--- config.mk ---
export PLATFORM = sky130hd
export DESIGN_NAME = irq_redir_ctrl
export DESIGN_NICKNAME = d
export VERILOG_FILES = /design/src/rtl/irq_redir_pkg.sv /design/src/rtl/irq_redir_regs.sv /design/src/rtl/irq_redir_pend.sv /design/src/rtl/irq_redir_sched.sv /design/src/rtl/irq_redir_ctrl.sv
export SDC_FILE = /design/constraint.sdc
export NUM_CORES = 2
export LEC_CHECK = 0
export BUFFER_PORTS_ARGS = -buffer_cell sky130_fd_sc_hd__buf_4
export CAP_MARGIN = 30
export CORE_MARGIN = 1.5
export CORE_UTILIZATION = 35
export CTS_CLUSTER_DIAMETER = 30
export CTS_CLUSTER_SIZE = 28
export DETAILED_ROUTE_END_ITERATION = 6
export GPL_TIMING_DRIVEN = 1
export SYNTH_ARGS = -nofsm -noshare
export SYNTH_HDL_FRONTEND = slang
export SYNTH_SLANG_ARGS = --single-unit
--- constraint.sdc ---
create_clock -name clk -period 8.7 [get_ports clk]
set_input_delay 0.435 -clock clk [delete_from_list [all_inputs] [get_ports clk]]
set_output_delay 0.435 -clock clk [all_outputs]
set_load 0.005 [all_outputs]
--- src/rtl/irq_redir_pkg.sv ---
package irq_redir_pkg;

  localparam logic [7:0] OFS_INDEX  = 8'h00;
  localparam logic [7:0] OFS_WINDOW = 8'h10;

  localparam logic [7:0] IX_IDENT   = 8'h00;
  localparam logic [7:0] IX_VERSION = 8'h01;
  localparam logic [7:0] IX_ARB     = 8'h02;
  localparam logic [7:0] IX_TABLE   = 8'h10;

  localparam logic [31:0] LO_RESET  = 32'h0001_0000;

  typedef struct packed {
    logic [7:0] dest;
    logic       dmode;
    logic [2:0] mode;
    logic [7:0] vec;
    logic       pol;
    logic       trig;
  } dlv_fields_t;

  function automatic dlv_fields_t entry_fields(input logic [63:0] e);
    dlv_fields_t f;
    f.dest  = e[63:56];
    f.dmode = e[11];
    f.mode  = e[10:8];
    f.vec   = e[7:0];
    f.pol   = e[13];
    f.trig  = e[15];
    return f;
  endfunction

endpackage

--- src/rtl/irq_redir_regs.sv ---
module irq_redir_regs
  import irq_redir_pkg::*;
#(
  parameter int         NPINS   = 24,
  parameter int         PW      = 5,
  parameter logic [3:0] VERSION = 4'h1
) (
  input  logic             clk,
  input  logic             rst,
  input  logic             bus_wr,
  input  logic             bus_rd,
  input  logic [7:0]       bus_addr,
  input  logic [31:0]      bus_wdata,
  output logic [31:0]      bus_rdata,
  output logic [NPINS-1:0] mask_vec,
  input  logic [PW-1:0]    look_pin,
  output logic [63:0]      look_entry
);

  localparam logic [7:0] TOP_PIN = 8'(NPINS - 1);

  logic [7:0]  index_q;
  logic [3:0]  ident_q;
  logic [31:0] lo_mem [NPINS];
  logic [31:0] hi_mem [NPINS];

  logic [7:0]  tbl_off;
  logic [6:0]  ent_n;
  logic        ent_ok;
  logic [PW-1:0] ent_p;
  logic [31:0] win_rd;
  logic        win_wr;

  assign tbl_off = index_q - IX_TABLE;
  assign ent_n   = tbl_off[7:1];
  assign ent_ok  = (index_q >= IX_TABLE) && ({25'd0, ent_n} < NPINS);
  assign ent_p   = ent_n[PW-1:0];
  assign win_wr  = bus_wr && (bus_addr == OFS_WINDOW);

  always_comb begin
    win_rd = '0;
    if (index_q == IX_IDENT) begin
      win_rd[27:24] = ident_q;
    end else if (index_q == IX_VERSION) begin
      win_rd[23:16] = TOP_PIN;
      win_rd[3:0]   = VERSION;
    end else if (ent_ok) begin
      win_rd = index_q[0] ? hi_mem[ent_p] : lo_mem[ent_p];
    end
  end

  always_ff @(posedge clk) begin
    if (rst) begin
      index_q <= '0;
      ident_q <= '0;
      for (int n = 0; n < NPINS; n++) begin
        lo_mem[n] <= LO_RESET;
        hi_mem[n] <= '0;
      end
    end else begin
      if (bus_wr && (bus_addr == OFS_INDEX)) begin
        index_q <= bus_wdata[7:0];
      end
      if (win_wr) begin
        if (index_q == IX_IDENT) begin
          ident_q <= bus_wdata[27:24];
        end else if (ent_ok) begin
          if (index_q[0]) begin
            hi_mem[ent_p] <= bus_wdata;
          end else begin
            lo_mem[ent_p] <= {bus_wdata[31:13], 1'b0, bus_wdata[11:0]};
          end
        end
      end
    end
  end

  always_ff @(posedge clk) begin
    if (rst) begin
      bus_rdata <= '0;
    end else if (bus_rd) begin
      if (bus_addr == OFS_INDEX) begin
        bus_rdata <= {24'd0, index_q};
      end else if (bus_addr == OFS_WINDOW) begin
        bus_rdata <= win_rd;
      end else begin
        bus_rdata <= '0;
      end
    end
  end

  for (genvar g = 0; g < NPINS; g++) begin : g_mask
    assign mask_vec[g] = lo_mem[g][16];
  end

  assign look_entry = {hi_mem[look_pin], lo_mem[look_pin]};

endmodule

--- src/rtl/irq_redir_pend.sv ---
module irq_redir_pend #(
  parameter int NPINS = 24
) (
  input  logic             clk,
  input  logic             rst,
  input  logic [NPINS-1:0] pin_in,
  input  logic [NPINS-1:0] clr_vec,
  output logic [NPINS-1:0] rise_vec,
  output logic [NPINS-1:0] pend_q
);

  logic [NPINS-1:0] pin_q;

  assign rise_vec = pin_in & ~pin_q;

  always_ff @(posedge clk) begin
    if (rst) begin
      pin_q  <= '0;
      pend_q <= '0;
    end else begin
      pin_q  <= pin_in;
      pend_q <= (pend_q & ~clr_vec) | rise_vec;
    end
  end

endmodule

--- src/rtl/irq_redir_sched.sv ---
module irq_redir_sched
  import irq_redir_pkg::*;
#(
  parameter int NPINS = 24,
  parameter int PW    = 5
) (
  input  logic             clk,
  input  logic             rst,
  input  logic [NPINS-1:0] pend_q,
  input  logic [NPINS-1:0] mask_vec,
  output logic [PW-1:0]    look_pin,
  input  logic [63:0]      look_entry,
  output logic [NPINS-1:0] clr_vec,
  output logic [PW-1:0]    cur_pin,
  output logic             dlv_valid,
  input  logic             dlv_ready,
  output dlv_fields_t      dlv_q
);

  logic [NPINS-1:0] elig;
  logic             pick_any;
  logic [PW-1:0]    pick_pin;

  assign elig = pend_q & ~mask_vec;

  always_comb begin
    pick_any = 1'b0;
    pick_pin = '0;
    for (int n = NPINS - 1; n >= 0; n--) begin
      if (elig[n]) begin
        pick_any = 1'b1;
        pick_pin = PW'(n);
      end
    end
  end

  assign look_pin = pick_pin;

  always_comb begin
    clr_vec = '0;
    if (dlv_valid && dlv_ready) begin
      clr_vec[cur_pin] = 1'b1;
    end
  end

  always_ff @(posedge clk) begin
    if (rst) begin
      dlv_valid <= 1'b0;
      cur_pin   <= '0;
      dlv_q     <= '0;
    end else if (dlv_valid) begin
      if (dlv_ready) begin
        dlv_valid <= 1'b0;
      end
    end else if (pick_any) begin
      dlv_valid <= 1'b1;
      cur_pin   <= pick_pin;
      dlv_q     <= entry_fields(look_entry);
    end
  end

endmodule

--- src/rtl/irq_redir_ctrl.sv ---
module irq_redir_ctrl
  import irq_redir_pkg::*;
#(
  parameter int         NPINS   = 24,
  parameter logic [3:0] VERSION = 4'h1
) (
  input  logic             clk,
  input  logic             rst,
  input  logic             bus_wr,
  input  logic             bus_rd,
  input  logic [7:0]       bus_addr,
  input  logic [31:0]      bus_wdata,
  output logic [31:0]      bus_rdata,
  input  logic [NPINS-1:0] pin_in,
  output logic             dlv_valid,
  input  logic             dlv_ready,
  output logic [7:0]       dlv_dest,
  output logic             dlv_dmode,
  output logic [2:0]       dlv_mode,
  output logic [7:0]       dlv_vec,
  output logic             dlv_pol,
  output logic             dlv_trig
);

  localparam int PW = (NPINS > 1) ? $clog2(NPINS) : 1;

  logic [NPINS-1:0] mask_vec;
  logic [NPINS-1:0] pend_q;
  logic [NPINS-1:0] rise_vec;
  logic [NPINS-1:0] clr_vec;
  logic [PW-1:0]    look_pin;
  logic [PW-1:0]    cur_pin;
  logic [63:0]      look_entry;
  dlv_fields_t      dlv_q;

  irq_redir_regs #(.NPINS(NPINS), .PW(PW), .VERSION(VERSION)) regs_i (
    .clk        (clk),
    .rst        (rst),
    .bus_wr     (bus_wr),
    .bus_rd     (bus_rd),
    .bus_addr   (bus_addr),
    .bus_wdata  (bus_wdata),
    .bus_rdata  (bus_rdata),
    .mask_vec   (mask_vec),
    .look_pin   (look_pin),
    .look_entry (look_entry)
  );

  irq_redir_pend #(.NPINS(NPINS)) pend_i (
    .clk      (clk),
    .rst      (rst),
    .pin_in   (pin_in),
    .clr_vec  (clr_vec),
    .rise_vec (rise_vec),
    .pend_q   (pend_q)
  );

  irq_redir_sched #(.NPINS(NPINS), .PW(PW)) sched_i (
    .clk        (clk),
    .rst        (rst),
    .pend_q     (pend_q),
    .mask_vec   (mask_vec),
    .look_pin   (look_pin),
    .look_entry (look_entry),
    .clr_vec    (clr_vec),
    .cur_pin    (cur_pin),
    .dlv_valid  (dlv_valid),
    .dlv_ready  (dlv_ready),
    .dlv_q      (dlv_q)
  );

  assign dlv_dest  = dlv_q.dest;
  assign dlv_dmode = dlv_q.dmode;
  assign dlv_mode  = dlv_q.mode;
  assign dlv_vec   = dlv_q.vec;
  assign dlv_pol   = dlv_q.pol;
  assign dlv_trig  = dlv_q.trig;

endmodule

==> out/metrics.yaml <==
drt:
  vias_per_cell: 5.364
  drt_first_pass_iters: 6
  wirelength_um: 318800
  dr_total_vias: 58440
  highest_layer: "met5"
  route.met3.wl_um: 34380
  route.layer.met1.wl_um: 124700
  drtAntennaViolNets: 0
  first_iter_violations: 7980
  wl_per_cell_um: 29.27
  wl_met2_um: 143400
  drc: 0
clocking:
  h-tree-depth: 5
  clk_latency_ns: 0.91
  clockRootBuffer: "clkbuf_16"
  clk_path_buf_depth: 4
  cts_sinks: 2136
  clk_pin_slew_ns: 0.05
  cts_setup_buffers: 0
  cts-buffers-inserted: 421
  cts_tree: "done"
timing:
  slew_viol_final: 0
  fin_crit_ns: 5.570
  rsz0062_at_grt: "no"
  setup_viol: 0
  maxClockFrequency_mhz: 179.5
  worst_pin_slew_ns: 1.073
  fin_crit_sh_pct: 64.03
  fin_setup_tns_ns: 0
  hold_violations: 0
  slew_headroom_pct: 28.06
  finalClockSkew_ns: 0.05601
global_route:
  grt_pass1_vias: 56570
  grt_usage_pct: 22.35
  antenna_found_initial: 41
  grt_max_degree: 107
  grt_overflow_total: 0
  grt_pass1_wl_um: 439600
critical_path:
  r2r_cells: 11
  reg2reg_to: "regs_i.hi_mem[14][20]"
  cp-end-kind: "flop"
  reg2reg_setup_slack_ns: 3.13
  startpoint_type: "flop"
  cp_data_arrival_time_ns: 6.08
  cp_max_fo: 33
  critical_path_class: "flop to flop"
  cp.required_ns: 9.21
  worstReg2RegStart: "regs_i.index_q[4]"
synthesis:
  synth_edf_count: 2016
  synth_cell_types: 56
  netlist_area_um2: 97150
  synth_ff_type: "edfxtp_1"
  syn_inst: 6154
  seq_area_frac_synth_pct: 64.79
  avgSynthCellArea_um2: 15.79
  ys_ff_latch: 2136
  synthArstFlopShare_pct: 0
  synth_warnings: 0
placement:
  post-dp-hpwl_um: 198300
  port-buffer-count: 123
  dpl_cell_area_um2: 103600
  place_congestion: 0.9386
floorplanning:
  coreArea_um2: 276300
  io_pins: 124
  initial_core_util_pct: 35.17
  dieArea_um2: 280700
  die_h_um: 529.8
  rows: 193
  fp.dieW_um: 529.8
power:
  p_leak_nw: 41.99
  internal-power_mw: 23.49
  power_density_nw_per_um2: 257.1
  p_comb_share_pct: 6.0
  swShare_pct: 23.37
  seqPwrFrac_pct: 39.5
  p_switching_mw: 7.166
  peakVddDrop_v: 0.0001555
  pwr-share-clk_pct: 54.4
layout:
  area_growth_pct: 22.75
  fin_area_um2: 119300
  layout.nets: 6882
  drive_above_1_share_pct: 24.22
hold_path:
  holdCritStartpoint: "bus_wdata[15]"
  hold_path_end: "regs_i.hi_mem[25][15]"
  hold_class: "primary input to flop"
  holdPathStages: 1
outcome:
  status: "complete, no violations"
run:
  drv_cap: 0
sequential cells by signal, summed over array words and instances, names as in the netlist:
name,count
sched_i.dlv_q,22
sched_i.cur_pin,5
pend_i.pend_q,24
regs_i.ident_q,4
regs_i.hi_mem,1024
regs_i.index_q,8
regs_i.bus_rdata,32
regs_i.lo_mem,992
sched_i.dlv_valid,1
pend_i.pin_q,24
worst max-delay path by stage:
stage,cells past startpoint,slack [ns],from,endpoint
after floorplan,14,4.65,regs_i.index_q[4],regs_i.lo_mem[4][0]
after global placement,11,2.64,regs_i.index_q[4],regs_i.hi_mem[19][15]
after detailed placement,11,3.06,regs_i.index_q[4],regs_i.hi_mem[16][26]
after CTS,11,3.04,regs_i.index_q[4],regs_i.hi_mem[16][28]
after global routing,11,2.84,regs_i.index_q[4],regs_i.hi_mem[16][28]
final,11,3.13,regs_i.index_q[4],regs_i.hi_mem[14][20]
area by class of cell:
cell class / instances / area [um2]
clock inverter: 280 / 3513
inverter: 7 / 32.53
tap: 3705 / 4636
sequential: 2136 / 62960
clock buffer: 506 / 11230
multi-input combinational: 3935 / 34070
timing repair buffer: 307 / 2779
antenna: 17 / 42.54
fill: 24400 / 157000
repair_timing:
item	CTS	global route
endpoints found under the hold margin	92	12
resized for setup	0	0
hold buffers	59	3
stage by stage:
step                      hold slack [ns]  setup slack, ns  std cells  utilization, %  total power, mW
after detailed placement           0.4810            3.059      10020           37.51            14.07
after global routing               0.1690            2.844      10880           43.15            31.38
after CTS                          0.1695            3.037      10860           43.05            30.74
after global placement             0.4782            2.645      10010           37.45            14.02
after floorplan                    0.4487            4.646       6657               -            13.09
final                              0.1362            3.130      10890           43.17            30.66
Yosys cell counts, types with 49 or more instances:
| master | count | area share (%) |
|---|---|---|
| or2_2 | 49 | 0.32 |
| a211oi_1 | 49 | 0.38 |
| dfxtp_1 | 120 | 2.5 |
| mux2i_1 | 189 | 1.9 |
| and2_1 | 1490 | 9.6 |
| mux4_2 | 630 | 15 |
| nor2b_1 | 54 | 0.35 |
| edfxtp_1 | 2016 | 62 |
| nand2_1 | 209 | 0.81 |
| nor2_1 | 176 | 0.68 |
| a21oi_1 | 102 | 0.53 |
| mux2_2 | 55 | 0.64 |
| buf_2 | 150 | 0.77 |
| clkbuf_1 | 389 | 1.5 |
| o21ai_0 | 58 | 0.30 |
| nand2b_1 | 53 | 0.34 |
cell families (layout without fill, tap and decap cells):
group	count (synthesis)	count (layout)	synth area share, %
simple gates	2199	2199	13.13
buf+inv	586	1100	2.481
fa+ha+maj	5	5	0.06440
flops	2136	2136	64.79
mux	876	876	17.21
compound gates	351	351	2.320
other cells	1	521	0.003860
cells in the final DEF (no fill, tap or decap), types with 53 or more instances in the layout:
cell,Yosys,final
nand2_1,209,207
clkbuf_16,0,431
mux2i_1,189,189
mux2_2,55,55
clkbuf_1,389,59
edfxtp_1,2016,2016
mux4_2,630,630
bufinv_16,0,63
a21oi_1,102,101
dlygate4sd3_1,0,62
nor2b_1,54,53
dfxtp_1,120,116
buf_4,4,222
conb_1,1,504
nor2_1,176,129
o21ai_0,58,58
and2_1,1490,1489
nand2b_1,53,53
per-layer routing:
| metal | global-route usage (%) | up-vias |
|---|---|---|
| met2 | 33.89 | 3161 |
| met1 | 29.95 | 30390 |
| met5 | 0 | - |
| met3 | 5.838 | 651 |
| li1 | - | 24210 |
| met4 | 10.38 | 24 |
worst max-delay path: stages (launching register included):
cell     delay [ns]
dfxtp_4        0.82
inv_6          0.34
ha_1           0.35
nor2_1         0.14
o21ai_1        0.11
a21oi_1        0.25
a41oi_1        0.10
or3_1          0.41
nor3_2         0.30
nand2_1        0.60
nor2_4         0.85
or2_2          0.86
power groups by stage:
stage / Clock, mW / Combinational [mW] / Sequential [mW]
4_1_cts: 16.8 / 1.79 / 12.1
3_3_place_gp: 0 / 1.74 / 12.3
2_1_floorplan: 0 / 0.973 / 12.1
5_1_grt: 17.3 / 1.91 / 12.2
6_report: 16.7 / 1.85 / 12.1
3_5_place_dp: 0 / 1.76 / 12.3
Note: power is estimated with default switching activity, not from simulation.
